<file path="src/rtl/chan_tol_pkg.sv">
package chan_tol_pkg;
  localparam int unsigned TOL_W     = 7;
  localparam int unsigned CODE_W    = 4;
  localparam logic [TOL_W-1:0] TOL_OFF = 7'd99;
  localparam logic [CODE_W-1:0] CODE_MAX = 4'd15;

  // stored code: 0 = off, 1..15 = percent
  typedef logic [CODE_W-1:0] tol_code_t;

  function automatic logic [TOL_W-1:0] code_to_disp(tol_code_t c);
    return (c == '0) ? TOL_OFF : {3'b000, c};
  endfunction

  function automatic tol_code_t code_step(tol_code_t c, logic up, logic dn);
    tol_code_t n;
    n = c;
    if (up && !dn) begin
      if (c == CODE_MAX) n = '0;
      else if (c != '0) n = c + 1'b1;
    end else if (dn && !up) begin
      if (c == '0) n = CODE_MAX;
      else if (c != 4'd1) n = c - 1'b1;
    end
    return n;
  endfunction
endpackage

</file>
<file path="src/rtl/btn_repeat.sv">
module btn_repeat #(
  parameter int unsigned TICKS_PER_STEP = 500
) (
  input  logic clk_i,
  input  logic rst_ni,
  input  logic tick_i,
  input  logic held_i,
  output logic step_o
);
  localparam int unsigned CNT_W = $clog2(TICKS_PER_STEP + 1);
  localparam logic [CNT_W-1:0] CNT_LAST = CNT_W'(TICKS_PER_STEP - 1);

  logic             held_q;
  logic [CNT_W-1:0] cnt_q;
  logic             press;
  logic             rpt;

  assign press  = held_i && !held_q;
  assign rpt    = held_i && held_q && tick_i && (cnt_q == CNT_LAST);
  assign step_o = press || rpt;

  always_ff @(posedge clk_i or negedge rst_ni) begin
    if (!rst_ni) begin
      held_q <= 1'b0;
      cnt_q  <= '0;
    end else begin
      held_q <= held_i;
      if (!held_i || press || rpt) cnt_q <= '0;
      else if (tick_i)             cnt_q <= cnt_q + 1'b1;
    end
  end

  assert_step_needs_hold_R3: assert property (@(posedge clk_i) disable iff (!rst_ni)
    step_o |-> held_i);
  assert_cnt_bound_R3: assert property (@(posedge clk_i) disable iff (!rst_ni)
    cnt_q <= CNT_LAST);
endmodule

</file>
<file path="src/rtl/chan_sel.sv">
module chan_sel #(
  parameter int unsigned NUM_CH = 24,
  parameter int unsigned CH_W   = 5
) (
  input  logic            clk_i,
  input  logic            rst_ni,
  input  logic            up_i,
  input  logic            dn_i,
  output logic [CH_W-1:0] chan_o
);
  localparam logic [CH_W-1:0] LAST_CH = CH_W'(NUM_CH - 1);

  logic [CH_W-1:0] chan_q;

  always_ff @(posedge clk_i or negedge rst_ni) begin
    if (!rst_ni) chan_q <= '0;
    else if (up_i && !dn_i) chan_q <= (chan_q == LAST_CH) ? '0 : chan_q + 1'b1;
    else if (dn_i && !up_i) chan_q <= (chan_q == '0) ? LAST_CH : chan_q - 1'b1;
  end

  assign chan_o = chan_q;

  assert_chan_range_R2: assert property (@(posedge clk_i) disable iff (!rst_ni)
    chan_q <= LAST_CH);
  assert_wrap_up_R2: assert property (@(posedge clk_i) disable iff (!rst_ni)
    (up_i && !dn_i && chan_q == LAST_CH) |=> (chan_q == '0));
  assert_wrap_dn_R2: assert property (@(posedge clk_i) disable iff (!rst_ni)
    (dn_i && !up_i && chan_q == '0) |=> (chan_q == LAST_CH));
  assert_cancel_R9: assert property (@(posedge clk_i) disable iff (!rst_ni)
    (up_i && dn_i) |=> $stable(chan_q));
endmodule

</file>
<file path="src/rtl/tol_mem.sv">
module tol_mem
  import chan_tol_pkg::*;
#(
  parameter int unsigned NUM_CH = 24,
  parameter int unsigned CH_W   = 5
) (
  input  logic             clk_i,
  input  logic             rst_ni,
  input  logic [CH_W-1:0]  sel_i,
  input  logic             up_i,
  input  logic             dn_i,
  output logic [TOL_W-1:0] sel_tol_o,
  input  logic             rd_en_i,
  input  logic [CH_W-1:0]  rd_chan_i,
  output logic [TOL_W-1:0] rd_tol_o,
  output logic             rd_valid_o
);
  localparam logic [CH_W-1:0] LAST_CH = CH_W'(NUM_CH - 1);

  tol_code_t       mem_q [NUM_CH];
  logic            pend_v_q;
  logic [CH_W-1:0] pend_addr_q;
  tol_code_t       pend_data_q;
  tol_code_t       cur_code;
  tol_code_t       rd_code;
  tol_code_t       rd_q;
  logic            rd_v_q;
  logic            do_step;
  logic            commit;

  // display and stepping see a pending write for the selected channel
  assign cur_code = (pend_v_q && pend_addr_q == sel_i) ? pend_data_q : mem_q[sel_i];
  assign do_step  = up_i ^ dn_i;
  assign commit   = pend_v_q && !rd_en_i;
  assign rd_code  = (rd_chan_i <= LAST_CH) ? mem_q[rd_chan_i] : '0;

  always_ff @(posedge clk_i or negedge rst_ni) begin
    if (!rst_ni) begin
      for (int i = 0; i < NUM_CH; i++) mem_q[i] <= '0;
    end else if (commit) begin
      mem_q[pend_addr_q] <= pend_data_q;
    end
  end

  always_ff @(posedge clk_i or negedge rst_ni) begin
    if (!rst_ni) begin
      pend_v_q    <= 1'b0;
      pend_addr_q <= '0;
      pend_data_q <= '0;
    end else if (do_step) begin
      pend_v_q    <= 1'b1;
      pend_addr_q <= sel_i;
      pend_data_q <= code_step(cur_code, up_i, dn_i);
    end else if (commit) begin
      pend_v_q <= 1'b0;
    end
  end

  always_ff @(posedge clk_i or negedge rst_ni) begin
    if (!rst_ni) begin
      rd_q   <= '0;
      rd_v_q <= 1'b0;
    end else begin
      rd_v_q <= rd_en_i;
      if (rd_en_i) rd_q <= rd_code;
    end
  end

  assign sel_tol_o  = code_to_disp(cur_code);
  assign rd_tol_o   = code_to_disp(rd_q);
  assign rd_valid_o = rd_v_q;

  assert_tol_legal_R10: assert property (@(posedge clk_i) disable iff (!rst_ni)
    ((sel_tol_o >= 7'd1 && sel_tol_o <= 7'd15) || sel_tol_o == TOL_OFF));
  assert_rd_valid_R7: assert property (@(posedge clk_i) disable iff (!rst_ni)
    rd_en_i |=> rd_valid_o);
  assert_defer_R8: assert property (@(posedge clk_i) disable iff (!rst_ni)
    (pend_v_q && rd_en_i) |=> pend_v_q);
  assert_no_write_on_read_R8: assert property (@(posedge clk_i) disable iff (!rst_ni)
    (rd_en_i && !do_step) |=> $stable(pend_data_q));
endmodule

</file>
<file path="src/rtl/chan_tol_ctrl.sv">
module chan_tol_ctrl
  import chan_tol_pkg::*;
#(
  parameter int unsigned NUM_DATA_CH    = 20,
  parameter int unsigned TICKS_PER_STEP = 500,
  parameter int unsigned CH_W           = $clog2(NUM_DATA_CH + 4)
) (
  input  logic             clk_i,
  input  logic             rst_ni,
  input  logic             tick_i,
  input  logic             chan_up_i,
  input  logic             chan_dn_i,
  input  logic             tol_up_i,
  input  logic             tol_dn_i,
  output logic [CH_W-1:0]  sel_chan_o,
  output logic [TOL_W-1:0] sel_tol_o,
  input  logic             rd_en_i,
  input  logic [CH_W-1:0]  rd_chan_i,
  output logic [TOL_W-1:0] rd_tol_o,
  output logic             rd_valid_o
);
  // clock channel + data channels + three references
  localparam int unsigned NUM_CH = NUM_DATA_CH + 4;
  localparam int unsigned NUM_BTN = 4;

  logic [NUM_BTN-1:0] btn_held;
  logic [NUM_BTN-1:0] btn_step;
  logic [CH_W-1:0]    chan;

  assign btn_held = {tol_dn_i, tol_up_i, chan_dn_i, chan_up_i};

  for (genvar b = 0; b < NUM_BTN; b++) begin : g_btn
    btn_repeat #(.TICKS_PER_STEP(TICKS_PER_STEP)) u_rpt (
      .clk_i  (clk_i),
      .rst_ni (rst_ni),
      .tick_i (tick_i),
      .held_i (btn_held[b]),
      .step_o (btn_step[b])
    );
  end

  chan_sel #(.NUM_CH(NUM_CH), .CH_W(CH_W)) u_chan (
    .clk_i  (clk_i),
    .rst_ni (rst_ni),
    .up_i   (btn_step[0]),
    .dn_i   (btn_step[1]),
    .chan_o (chan)
  );

  tol_mem #(.NUM_CH(NUM_CH), .CH_W(CH_W)) u_tol (
    .clk_i      (clk_i),
    .rst_ni     (rst_ni),
    .sel_i      (chan),
    .up_i       (btn_step[2]),
    .dn_i       (btn_step[3]),
    .sel_tol_o  (sel_tol_o),
    .rd_en_i    (rd_en_i),
    .rd_chan_i  (rd_chan_i),
    .rd_tol_o   (rd_tol_o),
    .rd_valid_o (rd_valid_o)
  );

  assign sel_chan_o = chan;
endmodule

</file>
<file path="config.mk">
export PLATFORM = sky130hd
export DESIGN_NAME = chan_tol_ctrl
export DESIGN_NICKNAME = d
export VERILOG_FILES = /design/src/rtl/chan_tol_pkg.sv /design/src/rtl/btn_repeat.sv /design/src/rtl/chan_sel.sv /design/src/rtl/tol_mem.sv /design/src/rtl/chan_tol_ctrl.sv
export SDC_FILE = /design/constraint.sdc
export NUM_CORES = 1
export LEC_CHECK = 0
export ABC_CLOCK_PERIOD_IN_PS = 6950
export BUFFER_PORTS_ARGS = -buffer_cell sky130_fd_sc_hd__buf_2
export CAP_MARGIN = 5
export CORE_ASPECT_RATIO = 1.4
export CORE_MARGIN = 2
export CORE_UTILIZATION = 55
export CTS_BUF_LIST = sky130_fd_sc_hd__clkbuf_4
export DETAILED_ROUTE_END_ITERATION = 6
export PLACE_DENSITY = 0.81
export SLEW_MARGIN = 10
export SYNTH_ARGS = -nofsm -noshare
export SYNTH_HDL_FRONTEND = slang
export SYNTH_SLANG_ARGS = --single-unit
</file>
<file path="constraint.sdc">
create_clock -name clk_i -period 6.95 [get_ports clk_i]
set_input_delay 0.695 -clock clk_i [delete_from_list [all_inputs] [get_ports clk_i]]
set_output_delay 0.695 -clock clk_i [all_outputs]
set_load 0.01 [all_outputs]
</file>
==> results of run 1 <==
[kinds of logic after synthesis]
kind of cell    count (synthesis)  share of synthesized area
simple gates                  204                     0.1131
mux                           171                     0.2750
flops                         156                     0.4482
buf+inv                        76                    0.04611
compound gates                 67                    0.05833
xor+xnor                       40                    0.04022
fa+ha+maj                      13                    0.01868
other cells                     1                  0.0004306
[area by class of cell]
class | instances | area [um^2]
Inverter | 24 | 90.09
Sequential cell | 156 | 3904
Fill cell | 1250 | 6406
Clock inverter | 15 | 152.6
Timing Repair Buffer | 34 | 206.4
Tap cell | 196 | 245.2
Clock buffer | 17 | 127.6
Multi-Input combinational cell | 497 | 4408
[per-stage QoR]
step / hold slack [ns] / setup WS [ns]
after floorplan: 0.3994 / 3.804
after CTS: 0.03883 / 2.625
after global placement: 0.5028 / 3.455
final: 0.07798 / 2.634
after detailed placement: 0.5120 / 3.342
after global routing: 0.1030 / 2.408
[routing by layer]
layer,routed length [um],part of all wire,vias to the layer above,GRT usage
li1,-,-,2628,-
met1,7677,0.39,3005,0.3195
met2,9901,0.50,247,0.3938
met3,1251,0.063,70,0.05842
met4,946,0.048,0,0.1339
met5,0,0,-,0
[cells in the final DEF, fill, tap and decap left out, types with 17 or more instances in the layout]
cell,n
nor2_1,66
mux2i_1,21
xnor2_1,18
buf_2,29
o21ai_0,17
dfrtp_1,156
mux4_2,30
xor2_1,22
nand3_1,20
clkbuf_4,17
nand2_1,51
mux2_2,105
inv_1,22
[synth_stat cells, types with 3 or more instances]
master / number / area share
dfrtp_1: 156 / 0.45
mux2_2: 105 / 0.14
nor2_1: 66 / 0.028
nand2_1: 51 / 0.022
mux4_2: 30 / 0.078
clkbuf_1: 25 / 0.011
inv_1: 22 / 0.0095
xor2_1: 22 / 0.022
mux2i_1: 21 / 0.024
nand3_1: 20 / 0.011
xnor2_1: 18 / 0.018
o21ai_0: 17 / 0.0098
nand4_1: 16 / 0.011
ha_1: 13 / 0.019
mux4_1: 10 / 0.030
a21oi_1: 8 / 0.0046
a22oi_1: 8 / 0.0069
buf_2: 7 / 0.0040
buf_4: 7 / 0.0060
nor3_1: 7 / 0.0040
and2_1: 6 / 0.0043
and3_1: 5 / 0.0036
buf_1: 5 / 0.0022
buf_6: 5 / 0.0065
nor2b_1: 5 / 0.0036
nor4_1: 5 / 0.0036
a211oi_1: 4 / 0.0034
a221oi_1: 4 / 0.0040
nand2b_1: 4 / 0.0029
or2_2: 4 / 0.0029
a221o_1: 3 / 0.0034
mux2_1: 3 / 0.0039
nand3b_1: 3 / 0.0026
nor3b_1: 3 / 0.0026
o31ai_1: 3 / 0.0026
[sequential cells by signal (all words and copies together) (netlist names)]
register	count
g_btn.u_rpt.cnt_q	36
g_btn.u_rpt.held_q	4
u_chan.chan_o	5
u_tol.mem_q	96
u_tol.pend_addr_q	5
u_tol.pend_data_q	4
u_tol.pend_v_q	1
u_tol.rd_q	4
u_tol.rd_valid_o	1
[worst max-delay path, delay by kind of cell (launching register included)]
kind	cells	cell delay, ns
adders and majority gates	1	0.21
and+or+nand+nor	3	0.53
DFF	1	0.56
muxes	1	0.60
AOI/OAI and AO/OA	2	0.43
buffers and inverters	4	0.68
[path summary, 6_finish.rpt]
kind / end / slack [ns] / cells after the start
max reg2reg: u_tol.pend_data_q[0]$_DFFE_PN0P_ / 3.58 / 11
min: u_tol.mem_q[1]$_DFFE_PN0P_ / 0.08 / 1
max in group asynchronous: u_tol.mem_q[66]$_DFFE_PN0P_ / 5.66 / 3
min reg2reg: u_tol.mem_q[89]$_DFFE_PN0P_ / 0.55 / 1
min in group clk_i: g_btn[3].u_rpt.held_q$_DFF_PN0_ / 0.23 / 1
max: sel_tol_o[0] / 2.63 / 11
[power groups by stage]
| stage | Combinational, mW | Clock (mW) | Sequential [mW] |
|---|---|---|---|
| after global placement | 1.32 | 0 | 1.51 |
| after global routing | 1.51 | 0.599 | 1.57 |
| final | 1.40 | 0.545 | 1.53 |
| after CTS | 1.39 | 0.562 | 1.52 |
| after detailed placement | 1.38 | 0 | 1.54 |
| after floorplan | 1.26 | 0 | 1.31 |
==> summary.md, run 1 <==
| Metric | Value |
|---|---|
| Post-DP HPWL | `~14 mm` |
| Reg clk slew, reported paths | `~0.15 ns` |
| Arrival time worst endpoint | `3.62 ns` |
| CP required | `6.25 ns` |
| Final max-slew violation count | `0` |
| Max-capacitance violation count | `0` |
| Site Rows | `between 50 and 60` |
| Power Total | `around 3.5 mW` |
| Core area | `about 0.016 mm^2` |
| DR iter-0 viols | `around 530` |
| Sequential share of power | `0.440` |
| Rel. slew slack | `0.3244` |
| Post-route setup TNS | `0 ns` |
| Worst Setup Path Type | `register to output pin` |
| CTS tree | `done` |
| Final period utilization | `0.6210` |
| Share of layout cells above drive strength 1 | `0.2934` |
| Routed WL | `between 15 and 20 mm` |
| Clock Root Buffer | `clkbuf_4` |
| First-pass GRT wire length | `~32 mm` |
| Critical R2R Launch | `u_chan.chan_o[1]$_DFFE_PN0P_` |
| Placed Instances | `~910` |
| Setup violations, final | `0` |
| LEAKAGE | `about 4.1 nW` |
| Fin crit period | `between 4 and 5 ns` |
| H-tree Lvls | `4` |
| Highest cell delay on the worst timing path | `around 0.6 ns` |
| Clock latency on the worst-skew pair | `between 0.6 and 0.7 ns` |
| Main flop type after synthesis | `dfrtp_1` |
| Vias | `5950` |
| # nets final | `756` |
| Chip height | `roughly 150 um` |
| Ant diodes | `0` |
| Setup bufs post-CTS | `0` |
| Top fanout value on the critical path | `27` |
| Status | `complete, no violations` |
| Syn Area/Cell | `between 10 and 15 um^2` |
| Synth cell types | `63` |
| Synth Register Bits | `156` |
| Largest net degree at the start of global routing | `90` |
| Avg WL per Cell | `21.06 um` |
| Syn Std Cell Area | `0.008710 mm^2` |
| Clk_skew | `0.03072 ns` |
| CP Cell Sequence | `buf_4 > mux4_1 > a22oi_1 > and3_1 > o31a_2 > inv_2 > nor2_1 > nand2_1 > ha_1 > inv_1 > buf_2` |
| Layout Cells excl Fill | `between 900 and 1000` |
| DRC Markers | `0` |
| Final core occ | `0.5878` |
| Port bufs | `30` |
| Initial Util | `0.5605` |
| GRT Total Usage | `0.2507` |
| Cell-internal power | `between 2 and 2.5 mW` |
| RSZ-0062 raised after global routing | `no` |
| Clk pwr share | `0.157` |
| Mapped Cells | `728` |
| Number of enable flip-flop cells after synthesis | `0` |
| Crit path capture type | `output pin` |
| Critical Path Start | `u_chan.chan_o[1]$_DFFE_PN0P_` |
| Design area | `approximately 0.009 mm^2` |
| Die Span X | `roughly 110 um` |
| Power Dens Cells | `381.4 mW/mm^2` |
| DR pass1 iterations | `6` |
| CP startpoint kind | `register` |
| Routability cong. | `between 0.9 and 1` |
| Register area share after synthesis | `0.4482` |
| Warnings from Yosys | `0` |
| Slowest CP cell | `mux4_1` |
| Psw | `about 1.4 mW` |
| Peak VDD IR | `about 200 uV` |
| Worst hold path type | `primary input to asynchronous set/reset pin` |
| Total grt overflow | `0` |
| Post-cts repair resize count | `0` |
| CTS hold repair buffers | `0` |
| Clock sink count | `between 150 and 200` |
| Tightest Pin Transition | `between 1 and 1.5 ns` |
| Antenna violations before repair | `0` |
| Vias/cell | `about 6.3` |
| Area after DPL | `0.008826 mm^2` |
| Die area | `roughly 0.017 mm^2` |
| I/O pins | `33` |
| Vias in the first global route | `between 6000 and 7000` |
| Fin. Hold Viols | `0` |
| Clock Tree Buf Depth | `2` |
| Net Sw Frac | `0.4141` |
| Post-DRT Antenna Nets | `0` |
| Synth async-reset ratio | `1.000` |
| Fmax | `231.7 MHz` |
| Layout area overhead | `4.870%` |
| TritonCTS Buffers | `17` |
| Logic gate share of total power | `0.403` |
Note: power is estimated with default switching activity, not from simulation.
==> run 2, diff against run 1 <==
- ABC_CLOCK_PERIOD_IN_PS: 6950 -> 3800
- PLACE_DENSITY: 0.81 -> 0.84
- clock period: 6.95 -> 3.8 ns (I/O delays scaled with it)
==> run 2 against run 1 <==
Register-to-register slack worse by 2.8 ns. Global-route usage is 0.43 points lower. Clock skew is 0.0037 ns lower. Highest routed layer unchanged. Largest power group is now combinational cells. Wire length is 4.4% lower. Worst hold slack worse by 0.036 ns. Power is 82% higher. Critical path depth stayed put.
==> summary.md, run 2 (same netlist as run 1, synthesis figures left out) <==
| Metric | Value |
|---|---|
| Cell-internal power | `approximately 3.8 mW` |
| Antenna violations before repair | `1` |
| CP required | `approximately 3.4 ns` |
| Crit path capture type | `output pin` |
| Setup violations, final | `0` |
| Power Dens Cells | `687.3 mW/mm^2` |
| Die area | `about 0.017 mm^2` |
| Top Registers | `u_tol.mem_q x96, g_btn.u_rpt.cnt_q x36` |
| RSZ-0062 raised after global routing | `no` |
| Share of layout cells above drive strength 1 | `0.3025` |
| Clk_skew | `approximately 0.027 ns` |
| LEAKAGE | `4.150 nW` |
| Tightest Pin Transition | `about 1.0 ns` |
| Fin. Hold Viols | `0` |
| TritonCTS Buffers | `17` |
| Site Rows | `54` |
| Psw | `about 2.5 mW` |
| Most flops, register | `u_tol.mem_q` |
| Reg clk slew, reported paths | `~0.11 ns` |
| DR pass1 iterations | `6` |
| # nets final | `just under 800` |
| Arrival time worst endpoint | `roughly 3.2 ns` |
| Fin crit period | `between 3 and 4 ns` |
| Core area | `approximately 0.016 mm^2` |
| Placed Instances | `915` |
| Worst hold path type | `primary input to register` |
| Routability cong. | `1.033` |
| Leading cell type in the layout, fill and taps excluded | `dfrtp_1` |
| H-tree Lvls | `4` |
| Logic gate share of total power | `0.462` |
| Die Span X | `110.4 um` |
| DRC Markers | `0` |
| CTS tree | `done` |
| Layout area overhead | `5.775%` |
| Fmax | `277.7 MHz` |
| Clock sink count | `~160` |
| Clock Tree Buf Depth | `2` |
| Layout Cells excl Fill | `954` |
| Post-DP HPWL | `approximately 14 mm` |
| Largest net degree at the start of global routing | `112` |
| Most frequent cells in the layout | `dfrtp_1 (155), mux2_2 (105), nor2_1 (66)` |
| Vias/cell | `6.249` |
| Worst hold margin | `0.04218 ns` |
| Final max-slew violation count | `0` |
| First-pass GRT wire length | `31.49 mm` |
| Status | `complete, no violations` |
| Final period utilization | `0.9478` |
| Sequential share of power | `0.412` |
| Clk pwr share | `0.126` |
| Port bufs | `30` |
| Rel. slew slack | `0.3312` |
| Design area | `around 0.0092 mm^2` |
| Max-capacitance violation count | `0` |
| Max reg flops | `96` |
| Top fanout value on the critical path | `12` |
| Total grt overflow | `0` |
| Initial Util | `0.5605` |
| Worst slack, placed | `0.4091 ns` |
| Avg WL per Cell | `between 15 and 20 um` |
| GRT Total Usage | `0.2465` |
| Clock latency on the worst-skew pair | `0.57 ns` |
| Clock Root Buffer | `clkbuf_4` |
| I/O pins | `33` |
| Area after DPL | `approximately 0.0089 mm^2` |
| Routed WL | `~19 mm` |
| Worst Setup Path Type | `register to output pin` |
| Vias in the first global route | `just over 6000` |
| Net Sw Frac | `0.3934` |
| Peak VDD IR | `roughly 270 uV` |
| Post-DRT Antenna Nets | `0` |
| DR iter-0 viols | `369` |
| Chip height | `roughly 150 um` |
| Vias | `5962` |
| Setup slack after layout | `between 0.15 and 0.2 ns` |
| Post-route setup TNS | `0 ns` |
| CP startpoint kind | `register` |
run 2: changes by cell type in the layout (fill, tap and decap cells not counted), moves of 2 or more:
cell,previous run,this run
buf_4,3,15
clkbuf_4,17,23
clkinv_2,0,4
clkinv_4,2,0
clkinv_8,2,0
dlygate4sd3_1,0,5
inv_6,4,0
inv_8,5,0
run 2: through the flow:
stage	total power, mW	util
2_1_floorplan	4.696	-
3_3_place_gp	5.301	0.5723
3_5_place_dp	5.405	0.5723
4_1_cts	6.251	0.5905
5_1_grt	6.712	0.5928
6_report	6.332	0.5928
run 2: power by group through the flow:
stage / clock [mW] / combinational (mW) / sequential, mW
after CTS: 0.823 / 2.85 / 2.58
after detailed placement: 0 / 2.77 / 2.63
final: 0.800 / 2.93 / 2.61
after floorplan: 0 / 2.30 / 2.39
after global routing: 0.891 / 3.16 / 2.67
after global placement: 0 / 2.70 / 2.61
run 2: final timing paths:
kind	from	to	slack [ns]	cells after the start
min in group asynchronous	rst_ni	g_btn[0].u_rpt.cnt_q[7]$_DFFE_PN0P_	0.51	2
max reg2reg	u_chan.chan_o[3]$_DFFE_PN0P_	u_tol.pend_data_q[0]$_DFFE_PN0P_	0.78	11
max	u_chan.chan_o[3]$_DFFE_PN0P_	sel_tol_o[0]	0.20	11
min	rd_en_i	u_tol.rd_valid_o$_DFF_PN0_	0.04	1
max in group asynchronous	rst_ni	u_tol.mem_q[33]$_DFFE_PN0P_	2.33	3
min reg2reg	u_tol.mem_q[89]$_DFFE_PN0P_	u_tol.mem_q[89]$_DFFE_PN0P_	0.54	1
run 2: timing repair:
action	4_1_cts	5_1_grt
pin swaps	0	1
hold buffers	5	0
endpoints found under the setup margin	4	1
setup buffers	3	2
endpoints found under the hold margin	105	0
resized for setup	1	3
run 2: routing by layer:
layer | vias to the layer above | share of wire | global-route usage
met5 | - | 0 | 0
met4 | 0 | 0.061 | 0.1631
met3 | 70 | 0.056 | 0.04733
met2 | 234 | 0.51 | 0.3921
met1 | 2994 | 0.38 | 0.3011
li1 | 2664 | - | -
run 2: layout make-up:
cell class,count,area (um^2)
antenna,1,2.502
tap,196,245.2
clock inverter,5,23.77
clock buffer,23,172.7
multi-input combinational,497,4423
timing repair buffer,52,350.3
fill,1254,6327
sequential,156,3905
inverter,24,90.09
run 2: worst max-delay path, stage by stage, from the launching register on:
cell and delay [ns]:
dfrtp_1 0.60, buf_4 0.24, mux4_1 0.29, a22oi_1 0.32, and3_1 0.25, o31a_2 0.22
inv_2 0.09, nor2_1 0.16, nand2_1 0.12, ha_1 0.22, inv_1 0.05, buf_2 0.12
==> run 3, diff against run 2 <==
- ABC_AREA: unset -> 1
- CTS_CLUSTER_DIAMETER: unset -> 150
- CTS_CLUSTER_SIZE: unset -> 8
==> run 3 against run 2 <==
Sequential cell count is the same. First-iteration DRC count grew 94%. Design area grew 0.53%. Highest routed layer unchanged. Critical path type unchanged. Sequential share of layout area shrank 0.22 points. Largest power group unchanged. Maximum frequency grew 2.9%. Critical path depth grew 4.
==> summary.md, run 3 <==
| Metric | Value |
|---|---|
| Synth Register Bits | `156` |
| Syn Std Cell Area | `slightly below 0.009 mm^2` |
| Status | `complete, no violations` |
| Top Registers | `u_tol.mem_q x96, g_btn.u_rpt.cnt_q x36` |
| Core area | `0.01554 mm^2` |
| Leading area contributor after synthesis | `dfrtp_1` |
| Clock sink count | `~160` |
| CP required | `about 3.4 ns` |
| Synth Area in Simple Gates | `0.2594` |
| TritonCTS Buffers | `17` |
| Routability cong. | `roughly 0.94` |
| CP startpoint kind | `register` |
| Rel. slew slack | `0.2982` |
| Max-capacitance violation count | `0` |
| Slowest CP cell | `dfrtp_2` |
| Power Total | `approximately 6.4 mW` |
| Mux share of post-synthesis cell area | `0` |
| Vias in the first global route | `7905` |
| First-pass GRT wire length | `approximately 38 mm` |
| FF-to-FF setup slack | `~0.93 ns` |
| Antenna violations before repair | `2` |
| Post-DRT Antenna Nets | `0` |
| Largest family of logic cells by synthesized area | `simple AND/OR/NAND/NOR gates` |
| Largest net degree at the start of global routing | `85` |
| Vias/cell | `a little under 6` |
| Warnings from Yosys | `0` |
| Die area | `0.01686 mm^2` |
| DR iter-0 viols | `between 700 and 800` |
| Chip height | `approximately 150 um` |
| # nets final | `around 1200` |
| Final core occ | `0.5960` |
| Area after DPL | `approximately 0.0089 mm^2` |
| Mapped Cells | `between 1000 and 1500` |
| Post-Synth Adder-Cell Area | `0.01869` |
| Syn Area/Cell | `~7.4 um^2` |
| I/O pins | `33` |
| Arrival time worst endpoint | `3.12 ns` |
| Crit path capture type | `output pin` |
| Post-route setup TNS | `0 ns` |
| Final period utilization | `0.9213` |
| Avg WL per Cell | `~16 um` |
| Fin crit period | `approximately 3.5 ns` |
| Setup violations, final | `0` |
| FF-to-FF path depth | `16` |
| Worst Setup Path Type | `register to output pin` |
| Top cells by area, synth | `dfrtp_1 (45%), nand2_1 (14%), o21ai_0 (11%)` |
| Power Dens Cells | `around 700 mW/mm^2` |
| Synth top area share | `0.4487` |
| DRC Markers | `0` |
| Synth async-reset ratio | `1.000` |
| Post-cts repair resize count | `0` |
| Final max-slew violation count | `0` |
| Site Rows | `between 50 and 60` |
| Hold path startpoint | `rd_chan_i[4]` |
| Design area | `roughly 0.0093 mm^2` |
| Clock latency on the worst-skew pair | `0.59 ns` |
| Routed WL | `22.40 mm` |
| Peak VDD IR | `roughly 270 uV` |
| Vias | `around 8000` |
| Die Span X | `roughly 110 um` |
| Post-synth top cells | `nand2_1 (321), o21ai_0 (195), dfrtp_1 (156)` |
| Most frequent cells in the layout | `nand2_1 (321), o21ai_0 (195), dfrtp_1 (155)` |
| Most frequent cell after synthesis | `nand2_1` |
| Synth Area in Compound Gates | `0.1841` |
| Synth cell types | `41` |
| Leading cell type in the layout, fill and taps excluded | `nand2_1` |
| Clock Tree Buf Depth | `2` |
| Critical R2R Launch | `u_chan.chan_o[0]$_DFFE_PN0P_` |
| Most flops, register | `u_tol.mem_q` |
| Fmax | `285.6 MHz` |
| Tightest Pin Transition | `roughly 1.1 ns` |
| Top fanout value on the critical path | `between 40 and 50` |
| Main flop type after synthesis | `dfrtp_1` |
| Max reg flops | `96` |
| DR pass1 iterations | `6` |
| GRT Total Usage | `0.2856` |
| Reg-to-reg endpoint | `u_tol.pend_data_q[0]$_DFFE_PN0P_` |
| CP Cell Sequence | `inv_4 > nand2_1 > o21ai_1 > nor2_1 > nand3_4 > nand2_1 > inv_1 > nand2_1 > nand2_2 > inv_1 > ha_1 > nand2_4 > ha_1 > inv_1 > buf_2` |
| Share of layout cells above drive strength 1 | `0.08083` |
| Port bufs | `30` |
| CTS tree | `done` |
| Post-DP HPWL | `around 15 mm` |
| End of the worst hold path | `u_tol.rd_q[2]$_DFFE_PN0P_` |
| Initial Util | `0.5599` |
| Fin. Hold Viols | `0` |
| Worst hold path type | `primary input to register` |
| Layout area overhead | `6.442%` |
| LEAKAGE | `between 4 and 5 nW` |
| Clk_skew | `roughly 0.016 ns` |
| Total grt overflow | `0` |
| Register area share after synthesis | `0.4487` |
| Highest cell delay on the worst timing path | `between 0.6 and 0.7 ns` |
| Hold-critical path depth | `3` |
| Reg clk slew, reported paths | `roughly 0.14 ns` |
| H-tree Lvls | `4` |
| RSZ-0062 raised after global routing | `no` |
| Xor/xnor cell area share of the yosys netlist | `0.01007` |
| Number of enable flip-flop cells after synthesis | `0` |
| Clock Root Buffer | `clkbuf_4` |
## run 3: cell types whose count changed in the layout (fill, tap and decap cells not counted), moves of 17 or more
cell | before | now
nor2_1 | 66 | 112
o21ai_0 | 17 | 195
mux2_2 | 105 | 0
nand3_1 | 20 | 59
mux4_2 | 30 | 0
a21oi_1 | 8 | 40
nor3_1 | 7 | 25
mux2i_1 | 21 | 0
inv_1 | 22 | 101
nand2_1 | 51 | 321
o22ai_1 | 1 | 18
## run 3: repair_timing
| action | 4_1_cts | 5_1_grt |
|---|---|---|
| endpoints found under the hold margin | 88 | 0 |
| hold buffers | 6 | 0 |
| setup buffers | 0 | 0 |
## run 3: cells by family (layout without fill, tap and decap cells)
logic type	count (synthesis)	after routing
AOI/OAI and AO/OA	291	291
adders and majority gates	13	13
other	1	4
buffers and inverters	159	183
DFF	156	156
xor gates and xnor gates	10	10
and+or+nand+nor	545	545
## run 3: critical path, delay by kind of cell, from the launching register on
family          cells  cell delay, ns
simple gates        7            0.78
buf+inv             5            0.60
compound gates      1            0.07
flops               1            0.65
fa+ha+maj           2            0.42
## run 3: how the worst max path moves through the flow
stage | slack (ns) | start | cells past startpoint | endpoint
6_report | 0.30 | u_chan.chan_o[0]$_DFFE_PN0P_ | 15 | sel_tol_o[0]
5_1_grt | 0.02 | u_chan.chan_o[0]$_DFFE_PN0P_ | 15 | sel_tol_o[0]
4_1_cts | 0.28 | u_chan.chan_o[0]$_DFFE_PN0P_ | 15 | sel_tol_o[0]
2_1_floorplan | 1.46 | u_chan.chan_o[0]$_DFFE_PN0P_ | 14 | sel_tol_o[0]
3_3_place_gp | 1.02 | u_chan.chan_o[0]$_DFFE_PN0P_ | 15 | sel_tol_o[0]
3_5_place_dp | 0.95 | u_chan.chan_o[0]$_DFFE_PN0P_ | 15 | sel_tol_o[0]
## run 3: per-stage QoR
stage | std cells | hold slack [ns] | setup slack [ns]
floorplan | 1176 | 0.08441 | 1.458
global placement | 1358 | 0.4645 | 1.018
detailed placement | 1358 | 0.4728 | 0.9505
CTS | 1396 | 0.1015 | 0.2753
global route | 1398 | 0.1495 | 0.02375
finish | 1398 | 0.1307 | 0.2991
## run 3: layer usage
metal  global-route usage  up-vias  share of wire
met4               0.1655        0          0.062
met2               0.4552      377           0.48
li1                     -     3892              -
met1               0.3479     3711           0.38
met3              0.06823       99          0.082
met5                    0        -              0
## run 3: area by class of cell
class                           count  area [um^2]
Fill cell                        1458         6279
Multi-Input combinational cell    861         4116
Sequential cell                   156         3905
Inverter                          106        400.4
Timing Repair Buffer               45        309.0
Tap cell                          196        245.2
Clock inverter                     14        145.1
Clock buffer                       18        135.1
Antenna cell                        2        5.005
## run 3: power by group
| group | total (mW) | leakage (nW) | internal [mW] | switching (mW) |
|---|---|---|---|---|
| Sequential | 2.63 | 2.08 | 2.13 | 0.498 |
| Clock | 1.02 | 0.135 | 0.395 | 0.622 |
| Combinational | 2.72 | 2.04 | 0.915 | 1.80 |
| Total | 6.36 | 4.25 | 3.44 | 2.92 |
